**src/rtl/hsg_pkg.sv**
```systemverilog
package hsg_pkg;
    typedef enum logic [1:0] {
        CH_IDLE,
        CH_BLANK,
        CH_WATCH,
        CH_TRIPPED
    } ch_state_t;

    localparam int unsigned DG_SEL_W = 2;
endpackage

```
**src/rtl/hsg_prescaler.sv**
```systemverilog
module hsg_prescaler #(
    parameter int unsigned TICK_DIV = 4
) (
    input  logic clk,
    input  logic rst_n,
    output logic tick
);
    localparam int unsigned PW = (TICK_DIV > 1) ? $clog2(TICK_DIV) : 1;
    localparam logic [PW-1:0] P_LAST = PW'(TICK_DIV - 1);

    logic [PW-1:0] pcnt_q;

    assign tick = (pcnt_q == P_LAST);

    always_ff @(posedge clk or negedge rst_n) begin
        if (!rst_n) begin
            pcnt_q <= '0;
        end else if (tick) begin
            pcnt_q <= '0;
        end else begin
            pcnt_q <= pcnt_q + PW'(1);
        end
    end
endmodule

```
**src/rtl/hsg_dg_select.sv**
```systemverilog
module hsg_dg_select
    import hsg_pkg::*;
#(
    parameter int unsigned CNT_W    = 6,
    parameter int unsigned DG_T0    = 24,
    parameter int unsigned DG_T1    = 32,
    parameter int unsigned DG_T2    = 40,
    parameter int unsigned DG_T3    = 48,
    parameter int unsigned DG_FAST  = 10
) (
    input  logic [DG_SEL_W-1:0] sel,
    input  logic                supply_high,
    output logic [CNT_W-1:0]    limit
);
    always_comb begin
        if (supply_high) begin
            limit = CNT_W'(DG_FAST);
        end else begin
            unique case (sel)
                2'd0: limit = CNT_W'(DG_T0);
                2'd1: limit = CNT_W'(DG_T1);
                2'd2: limit = CNT_W'(DG_T2);
                2'd3: limit = CNT_W'(DG_T3);
            endcase
        end
    end
endmodule

```
**src/rtl/hsg_channel.sv**
```systemverilog
module hsg_channel
    import hsg_pkg::*;
#(
    parameter int unsigned CNT_W       = 6,
    parameter int unsigned BLANK_TICKS = 40
) (
    input  logic             clk,
    input  logic             rst_n,
    input  logic             tick,
    input  logic             req,
    input  logic             det,
    input  logic             clear,
    input  logic [CNT_W-1:0] dg_limit,
    output logic             drive_en,
    output logic             fault
);
    localparam logic [CNT_W-1:0] BLANK_LAST = CNT_W'(BLANK_TICKS - 1);

    ch_state_t        state_q, state_d;
    logic [CNT_W-1:0] cnt_q, cnt_d;

    always_ff @(posedge clk or negedge rst_n) begin
        if (!rst_n) begin
            state_q <= CH_IDLE;
            cnt_q   <= '0;
        end else begin
            state_q <= state_d;
            cnt_q   <= cnt_d;
        end
    end

    always_comb begin
        state_d = state_q;
        cnt_d   = cnt_q;
        unique case (state_q)
            CH_IDLE: begin
                if (req) begin
                    state_d = CH_BLANK;
                    cnt_d   = '0;
                end
            end
            CH_BLANK: begin
                if (!req) begin
                    state_d = CH_IDLE;
                    cnt_d   = '0;
                end else if (tick) begin
                    if (cnt_q == BLANK_LAST) begin
                        state_d = CH_WATCH;
                        cnt_d   = '0;
                    end else begin
                        cnt_d = cnt_q + CNT_W'(1);
                    end
                end
            end
            CH_WATCH: begin
                if (!req) begin
                    state_d = CH_IDLE;
                    cnt_d   = '0;
                end else if (!det) begin
                    cnt_d = '0;
                end else if (tick) begin
                    if (cnt_q >= dg_limit - CNT_W'(1)) begin
                        state_d = CH_TRIPPED;
                        cnt_d   = '0;
                    end else begin
                        cnt_d = cnt_q + CNT_W'(1);
                    end
                end
            end
            CH_TRIPPED: begin
                if (clear) begin
                    state_d = req ? CH_BLANK : CH_IDLE;
                    cnt_d   = '0;
                end
            end
        endcase
    end

    always_comb begin
        drive_en = (state_q == CH_BLANK) || (state_q == CH_WATCH);
        fault    = (state_q == CH_TRIPPED);
    end
endmodule

```
**src/rtl/hs_short_guard.sv**
```systemverilog
module hs_short_guard
    import hsg_pkg::*;
#(
    parameter int unsigned NUM_CH      = 6,
    parameter int unsigned TICK_DIV    = 4,
    parameter int unsigned BLANK_TICKS = 40,
    parameter int unsigned DG_T0       = 24,
    parameter int unsigned DG_T1       = 32,
    parameter int unsigned DG_T2       = 40,
    parameter int unsigned DG_T3       = 48,
    parameter int unsigned DG_FAST     = 10
) (
    input  logic                clk,
    input  logic                rst_n,
    input  logic [NUM_CH-1:0]   req,
    input  logic [NUM_CH-1:0]   det,
    input  logic [1:0]          dg_sel_ch0,
    input  logic [1:0]          dg_sel_shared,
    input  logic                supply_high,
    input  logic                clear,
    output logic [NUM_CH-1:0]   drive_en,
    output logic [NUM_CH-1:0]   fault
);
    localparam int unsigned MAX_A = (BLANK_TICKS > DG_T3) ? BLANK_TICKS : DG_T3;
    localparam int unsigned MAX_B = (DG_T2 > DG_T1) ? DG_T2 : DG_T1;
    localparam int unsigned MAX_C = (DG_T0 > DG_FAST) ? DG_T0 : DG_FAST;
    localparam int unsigned MAX_AB = (MAX_A > MAX_B) ? MAX_A : MAX_B;
    localparam int unsigned MAX_T = (MAX_AB > MAX_C) ? MAX_AB : MAX_C;
    localparam int unsigned CNT_W = $clog2(MAX_T + 1);

    logic tick;

    hsg_prescaler #(.TICK_DIV(TICK_DIV)) u_presc (
        .clk   (clk),
        .rst_n (rst_n),
        .tick  (tick)
    );

    for (genvar ch = 0; ch < NUM_CH; ch++) begin : g_ch
        logic [DG_SEL_W-1:0] sel;
        logic [CNT_W-1:0]    limit;

        if (ch == 0) begin : g_own
            assign sel = dg_sel_ch0;
        end else begin : g_shared
            assign sel = dg_sel_shared;
        end

        hsg_dg_select #(
            .CNT_W   (CNT_W),
            .DG_T0   (DG_T0),
            .DG_T1   (DG_T1),
            .DG_T2   (DG_T2),
            .DG_T3   (DG_T3),
            .DG_FAST (DG_FAST)
        ) u_sel (
            .sel         (sel),
            .supply_high (supply_high),
            .limit       (limit)
        );

        hsg_channel #(
            .CNT_W       (CNT_W),
            .BLANK_TICKS (BLANK_TICKS)
        ) u_chan (
            .clk      (clk),
            .rst_n    (rst_n),
            .tick     (tick),
            .req      (req[ch]),
            .det      (det[ch]),
            .clear    (clear),
            .dg_limit (limit),
            .drive_en (drive_en[ch]),
            .fault    (fault[ch])
        );
    end
endmodule

```
**config.mk**
```make
export PLATFORM = sky130hd
export DESIGN_NAME = hs_short_guard
export DESIGN_NICKNAME = d
export VERILOG_FILES = /design/src/rtl/hsg_pkg.sv /design/src/rtl/hsg_prescaler.sv /design/src/rtl/hsg_dg_select.sv /design/src/rtl/hsg_channel.sv /design/src/rtl/hs_short_guard.sv
export SDC_FILE = /design/constraint.sdc
export NUM_CORES = 1
export LEC_CHECK = 0
export CAP_MARGIN = 25
export CORE_UTILIZATION = 45
export DETAILED_ROUTE_END_ITERATION = 10
export PLACE_DENSITY = 0.74
export SYNTH_ARGS = -nofsm -noshare
export SYNTH_HDL_FRONTEND = slang
export SYNTH_SLANG_ARGS = --single-unit
```
**constraint.sdc**
```tcl
create_clock -name clk -period 2.3 [get_ports clk]
set_input_delay 0.23 -clock clk [delete_from_list [all_inputs] [get_ports clk]]
set_output_delay 0.23 -clock clk [all_outputs]
set_load 0.005 [all_outputs]
```
# Yosys cells after proc, flatten, opt, wreduce, memory -nomap -nowiden
# Cells that the tools add are included.
classes:
  reduce_logical: 26
  muxes: 126
  n_lt_le_gt_ge: 6
  addsub: 9
  n_eq_ne: 79
ops:
  columns: ["operator", "n"]
  rows:
  - ["$mux W6", 51]
  - ["$pmux W6 S4", 8]
  - ["$mux W2", 55]
  - ["$ne A3 B3 Y1 const B", 16]
  - ["$pmux W2 S4", 6]
  - ["$ne A3 B2 Y1 const B", 14]
  - ["$reduce_and A7 Y1", 6]
  - ["$add A6 B1 Y6 const B", 6]
  - ["$eq A6 B6 Y1 const B", 6]
  - ["$ge A6 B6 Y1", 6]
  - ["$eq A2 B2 Y1 const B", 17]
  - ["$ne A2 B2 Y1 const B", 12]
  - ["$reduce_and A4 Y1", 6]
  - ["$ne A4 B4 Y1 const B", 5]
  - ["$eq A2 B1 Y1 const B", 8]
  - ["$logic_not A2 Y1", 8]
  - ["$sub A6 B1 Y6 const B", 2]
  - ["$logic_or A1 B1 Y1", 6]
  - ["$mux W1", 6]
  - ["$ne A4 B3 Y1 const B", 1]
  - ["$add A2 B1 Y2 const B", 1]
totals:
  regBits: 50
  elab_cells: 259
  output_inout_bits: 12
  inputBits: 20

# Longest topological paths before layout
logic_depth:
  depth_word: 10
  mapped_depth: 12
  ltp_nobuf: 11

# Cells and area by module
# Synthesis repeated with hierarchy kept, for this count alone.
unflattened:
  hier_cells: 634
  area_unflattened_um2: 5376.4
modules_own_cells:
  columns: ["mod", "seq_area_each_um2", "cells_per_inst", "area_per_inst_um2", "n_inst"]
  rows:
  - ["hsg_channel (g_ch[0].u_chan ...)", 200.2, 92, 800.8, 5]
  - ["hsg_channel (g_ch[5].u_chan)", 200.2, 104, 870.8, 1]
  - ["hsg_dg_select", 0.0, 11, 72.6, 6]
  - ["hsg_prescaler", 50.0, 4, 66.3, 1]

# Least setup slack after synthesis
# No wires, ideal clock.
synth_timing:
  path_kind: "input to register"
  from: "in dg_sel_shared[0]"
  to: "reg g_ch[5].u_chan.cnt_q[3]"
  t_required_ns: 2.174
  arrival_ns: 2.574
  stages: 12
  path_buffers: 1
  setup_time_ns: 0.126
  slack_ns: -0.400
  path_cell_list: "buf_2 > inv_1 > ha_1 > xnor2_1 > nand2b_1 > ha_1 > nand3_1 > o22ai_1 > nor4_1 > o31a_1 > and3_1 > a221o_1"
synth_via:
  elab_chain_len: 10
  elab_cells_between_ends: 13
  cone_classes: "add/sub: 1; order compare: 1; eq/ne: 3; mux: 7; reduce/logical: 1"
synth_lines:
  columns: ["element", "line_no", "source"]
  rows:
  - ["start: declaration", "hs_short_guard.sv:18", "input logic [1:0] dg_sel_shared,"]
  - ["$eq A2 B2 Y1 (tied with other cells)", "hsg_dg_select.sv:19", "unique case (sel)"]
  - ["$pmux W6 S4 (*)", "hsg_dg_select.sv:19", null]
  - ["$mux W6 (*)", "hsg_dg_select.sv:16", "if (supply_high) begin"]
  - ["$sub A6 B1 Y6 (*)", "hsg_channel.sv:62", "if (cnt_q >= dg_limit - CNT_W'(1)) begin"]
  - ["$ge A6 B6 Y1 (*)", "hsg_channel.sv:62", null]
  - ["$mux W6 (*)", "hsg_channel.sv:62", null]
  - ["$mux W6 (*)", "hsg_channel.sv:61", "end else if (tick) begin"]
  - ["$mux W6 (*)", "hsg_channel.sv:59", "end else if (!det) begin"]
  - ["$mux W6 (*)", "hsg_channel.sv:56", "if (!req) begin"]
  - ["$pmux W6 S4 (*)", "hsg_channel.sv:35", "unique case (state_q)"]
  - ["end signal: assignment", "hsg_channel.sv:28", "cnt_q <= cnt_d;"]
  - ["end: declaration", "hsg_channel.sv:20", "logic [CNT_W-1:0] cnt_q, cnt_d;"]
# Every way passes the cells marked *; elsewhere a longest branch is shown, timed or not. The select of a mux whose other input is x is not followed.
# A chain may end at the register's enable or synchronous reset.

# Worst setup path in the final report
layout_timing:
  from: "in dg_sel_shared[1]"
  to: "reg g_ch[3].u_chan.state_q[1]"
layout_via:
  elab_chain_len: 7
  elab_cells_between_ends: 10
  cone_classes: "add/sub: 1; order compare: 1; eq/ne: 4; mux: 2; reduce/logical: 2"
layout_lines:
  columns: ["element", "line_no", "source"]
  rows:
  - ["$eq A2 B2 Y1 (tied with other cells)", "hsg_dg_select.sv:19", null]
  - ["$pmux W6 S4 (*)", "hsg_dg_select.sv:19", null]
  - ["$mux W6 (*)", "hsg_dg_select.sv:16", null]
  - ["$sub A6 B1 Y6 (*)", "hsg_channel.sv:62", null]
  - ["$ge A6 B6 Y1 (*)", "hsg_channel.sv:62", null]
  - ["$ne A3 B2 Y1 (no line) (*)", null, null]
  - ["$reduce_and A7 Y1 (no line) (*)", null, null]
  - ["end signal: assignment", "hsg_channel.sv:27", "state_q <= state_d;"]
  - ["end: declaration", "hsg_channel.sv:19", "ch_state_t state_q, state_d;"]
# Marked as above.

==> metrics.txt <==
worst path cell trace dlygate4sd2_1 -> inv_2 -> ha_4 -> xnor2_4 -> nand2b_4 -> ha_4 -> o211ai_1 -> o21ai_1 -> maj3_2 -> a31oi_2 -> nor3b_2 -> mux2_4; CP top delay family adder cells; cell count after synthesis 500; final core utilization between 50% and 60%; CP max stage cell mux2_4; Period Utilization, post-route 97.5%; largest net degree at the start of global routing 33; worst stage delay on the critical path 320 ps; I/O pin count 32; Area contributors post-synth dfrtp_1 (29%), ha_1 (18%), nand2_1 (4.5%), a21oi_1 (3.2%), inv_1 (3.2%); leak pwr between 2 and 3 nW; DRT antenna net count 0; net switching power between 1.5 and 2 mW; first-pass GRT wire length around 17000 microns; worst path bufs/invs 2; DR iter-0 viols just over 200; total core area 9280 sq um; most frequent cells in the layout ha_1 (55), nand2_1 (52), dfrtp_1 (50); Setup WS pre-CTS -764 ps; TritonRoute pass-1 iters 5; Synth Net Count slightly below 600; Clock Skew 9.07 ps; Clock Tree Buf Depth 2; CTS Sinks 50; commonest non-fill, non-tap cell in the layout ha_1; Tot GR Track Use about a fifth; post-synthesis sequential area ratio roughly 29%; Initial Utilization a little under half; cell taking the most area after synthesis dfrtp_1; # port buffers 31; drt wl/cell between 10 and 15 microns; Overflow after GRT 0; Yosys reg bits 50; synth warn 0; hold_ws approximately 410 ps; Flop pwr share between 20 and 30%; vias in the first global route a little under 4000; Slew @ Worst Pin 518 ps; Clock Power Share about 15%; Nets 642; Clock transition at path regs 100 ps; vias per std cell between 5 and 6; root buf cell clkbuf_8; Post-Syn Area between 4000 and 5000 sq um; Comb pwr share a little under three fifths; Slew Viols, Final 0; DRC Markers 0; CTS tree done; area grow syn2layout 23.2%; worst path arrival time about 2400 ps; RSZ-0062 raised after global routing yes; die height about 100 microns; final RePlAce weighted congestion roughly 0.85; PD cells a little under 800 nW/um^2; CP required ~2500 ps; post-synthesis cell type count 65; Worst slew margin between 60% and 70%; CTS Buf Count 5; layout cell share with drive strength beyond 1 18.2%; Vias 3894; Int Pwr 2.54 mW; die area 10100 sq um; # fillers 836; Final setup viols 0; Crit path top cell by count ha_4; Synth async-reset ratio 100%; max_cap viols 0; Die Wd 100 microns; DP HPWL 7360 microns; syn avg cell area between 8 and 9 sq um; Net Sw Frac 40.2%; Worst VDD drop around 550 uV; slack of the critical path 58.1 ps; Synth top area share between 20 and 30%; Area after DPL 5030 sq um; Routed WL a little under 10000 microns; Post-synth EDFFs 0; worst-path fanout max 5; Setup crit start kind input port; Peak Freq between 400 and 500 MHz; Tmin final between 2000 and 2500 ps; Hold WC Path Type input port to async pin; cell area after layout about 5400 sq um; CP endpoint kind register; site row count 35; top_reg_cell synth dfrtp_1; worst skew pair latency around 310 ps; status finished clean; H-tree depth 2; initial antenna violation count 0; # diodes 0; Setup CP Type input port to register; Fin. Hold Viols 0
-- what timing repair did --
item | CTS | global route
resized for setup | 32 | 14
setup endpoints to repair | 48 | 24
buffers inserted | 1 | 1
endpoints found under the hold margin | 18 | 0
hold buffers | 1 | 0
pin swaps | 16 | 13
-- routing by layer --
layer  GRT usage [%]  wire length, microns  up-vias
met5               0                     0        -
met4            5.57                   121        0
met3            3.20                   245       13
met2            37.7                  5080       58
met1            25.0                  4350     1891
li1                -                     -     1932
-- cells in the mapped netlist, types with 6 or more instances --
cell type / instances
nor2_1: 27
nor3b_1: 7
o21ai_0: 21
o21ai_1: 7
nor2b_1: 7
nand2b_1: 8
dfrtp_1: 50
a21oi_1: 28
buf_4: 14
o22ai_1: 8
nor3_1: 15
nand2_1: 52
mux2i_1: 11
nand3_1: 22
a21o_1: 14
inv_1: 37
and3_1: 6
ha_1: 62
-- power by group through the flow --
stage / Combinational, mW / Sequential (mW) / Clock (mW)
global route: 2.69 / 1.22 / 0.684
CTS: 2.37 / 1.19 / 0.660
global placement: 2.21 / 1.20 / 0
detailed placement: 2.29 / 1.21 / 0
finish: 2.41 / 1.19 / 0.639
floorplan: 1.61 / 1.17 / 0
-- state kept, by name, indices dropped and copies added, names as in the netlist --
signal	flops
g_ch.u_chan.state_q	12
u_presc.pcnt_q	2
g_ch.u_chan.cnt_q	36
-- worst register-to-register path, cell delays in order (launching register included) --
cell	delay (ps)
dfrtp_1	450
inv_1	180
ha_1	240
nand2_1	120
or4_4	430
a21oi_2	140
or3_1	140
nor3b_4	200
mux2_4	170
-- path summary, 6_finish.rpt --
check,start,end,slack [ps],cells after the start
max,dg_sel_shared[1],g_ch[3].u_chan.state_q[1]$_DFFE_PN0P_,60,12
min,rst_n,u_presc.pcnt_q[1]$_DFF_PN0_,410,2
max reg2reg,g_ch[0].u_chan.state_q[0]$_DFFE_PN0P_,g_ch[0].u_chan.cnt_q[0]$_DFFE_PN0P_,170,8
min reg2reg,u_presc.pcnt_q[0]$_DFF_PN0_,u_presc.pcnt_q[0]$_DFF_PN0_,450,1
max in group asynchronous,rst_n,g_ch[2].u_chan.cnt_q[4]$_DFFE_PN0P_,1350,3
min in group clk,u_presc.pcnt_q[0]$_DFF_PN0_,u_presc.pcnt_q[0]$_DFF_PN0_,450,1
-- final cells by class --
type / count / area, sq um / share of cell area (%)
clock buffer: 5 / 68.8 / 1.29
clock inverter: 3 / 45.0 / 0.841
inverter: 37 / 141 / 2.64
multi-input combinational: 390 / 3030 / 56.7
sequential: 50 / 1250 / 23.4
tap: 129 / 161 / 3.01
timing repair buffer: 76 / 652 / 12.2
-- through the flow --
step	cells	TNS, ps	power, mW
after detailed placement	679	-25680	3.50
after global routing	690	-117	4.59
after global placement	679	-22740	3.41
after floorplan	500	-285	2.78
after CTS	689	0	4.23
final	690	0	4.25
-- cells by family after synthesis --
family                   after synthesis  share of synthesized area (%)
AND/OR/NAND/NOR                      169                           19.4
flip-flops                            50                           28.8
AO/OA/AOI/OAI                        134                           21.5
buffers and inverters                 60                           6.65
XOR/XNOR                               9                           1.81
adder cells (fa/ha/maj)               63                           18.1
multiplexers                          15                           3.66
Note: power is estimated with default switching activity, not from simulation.
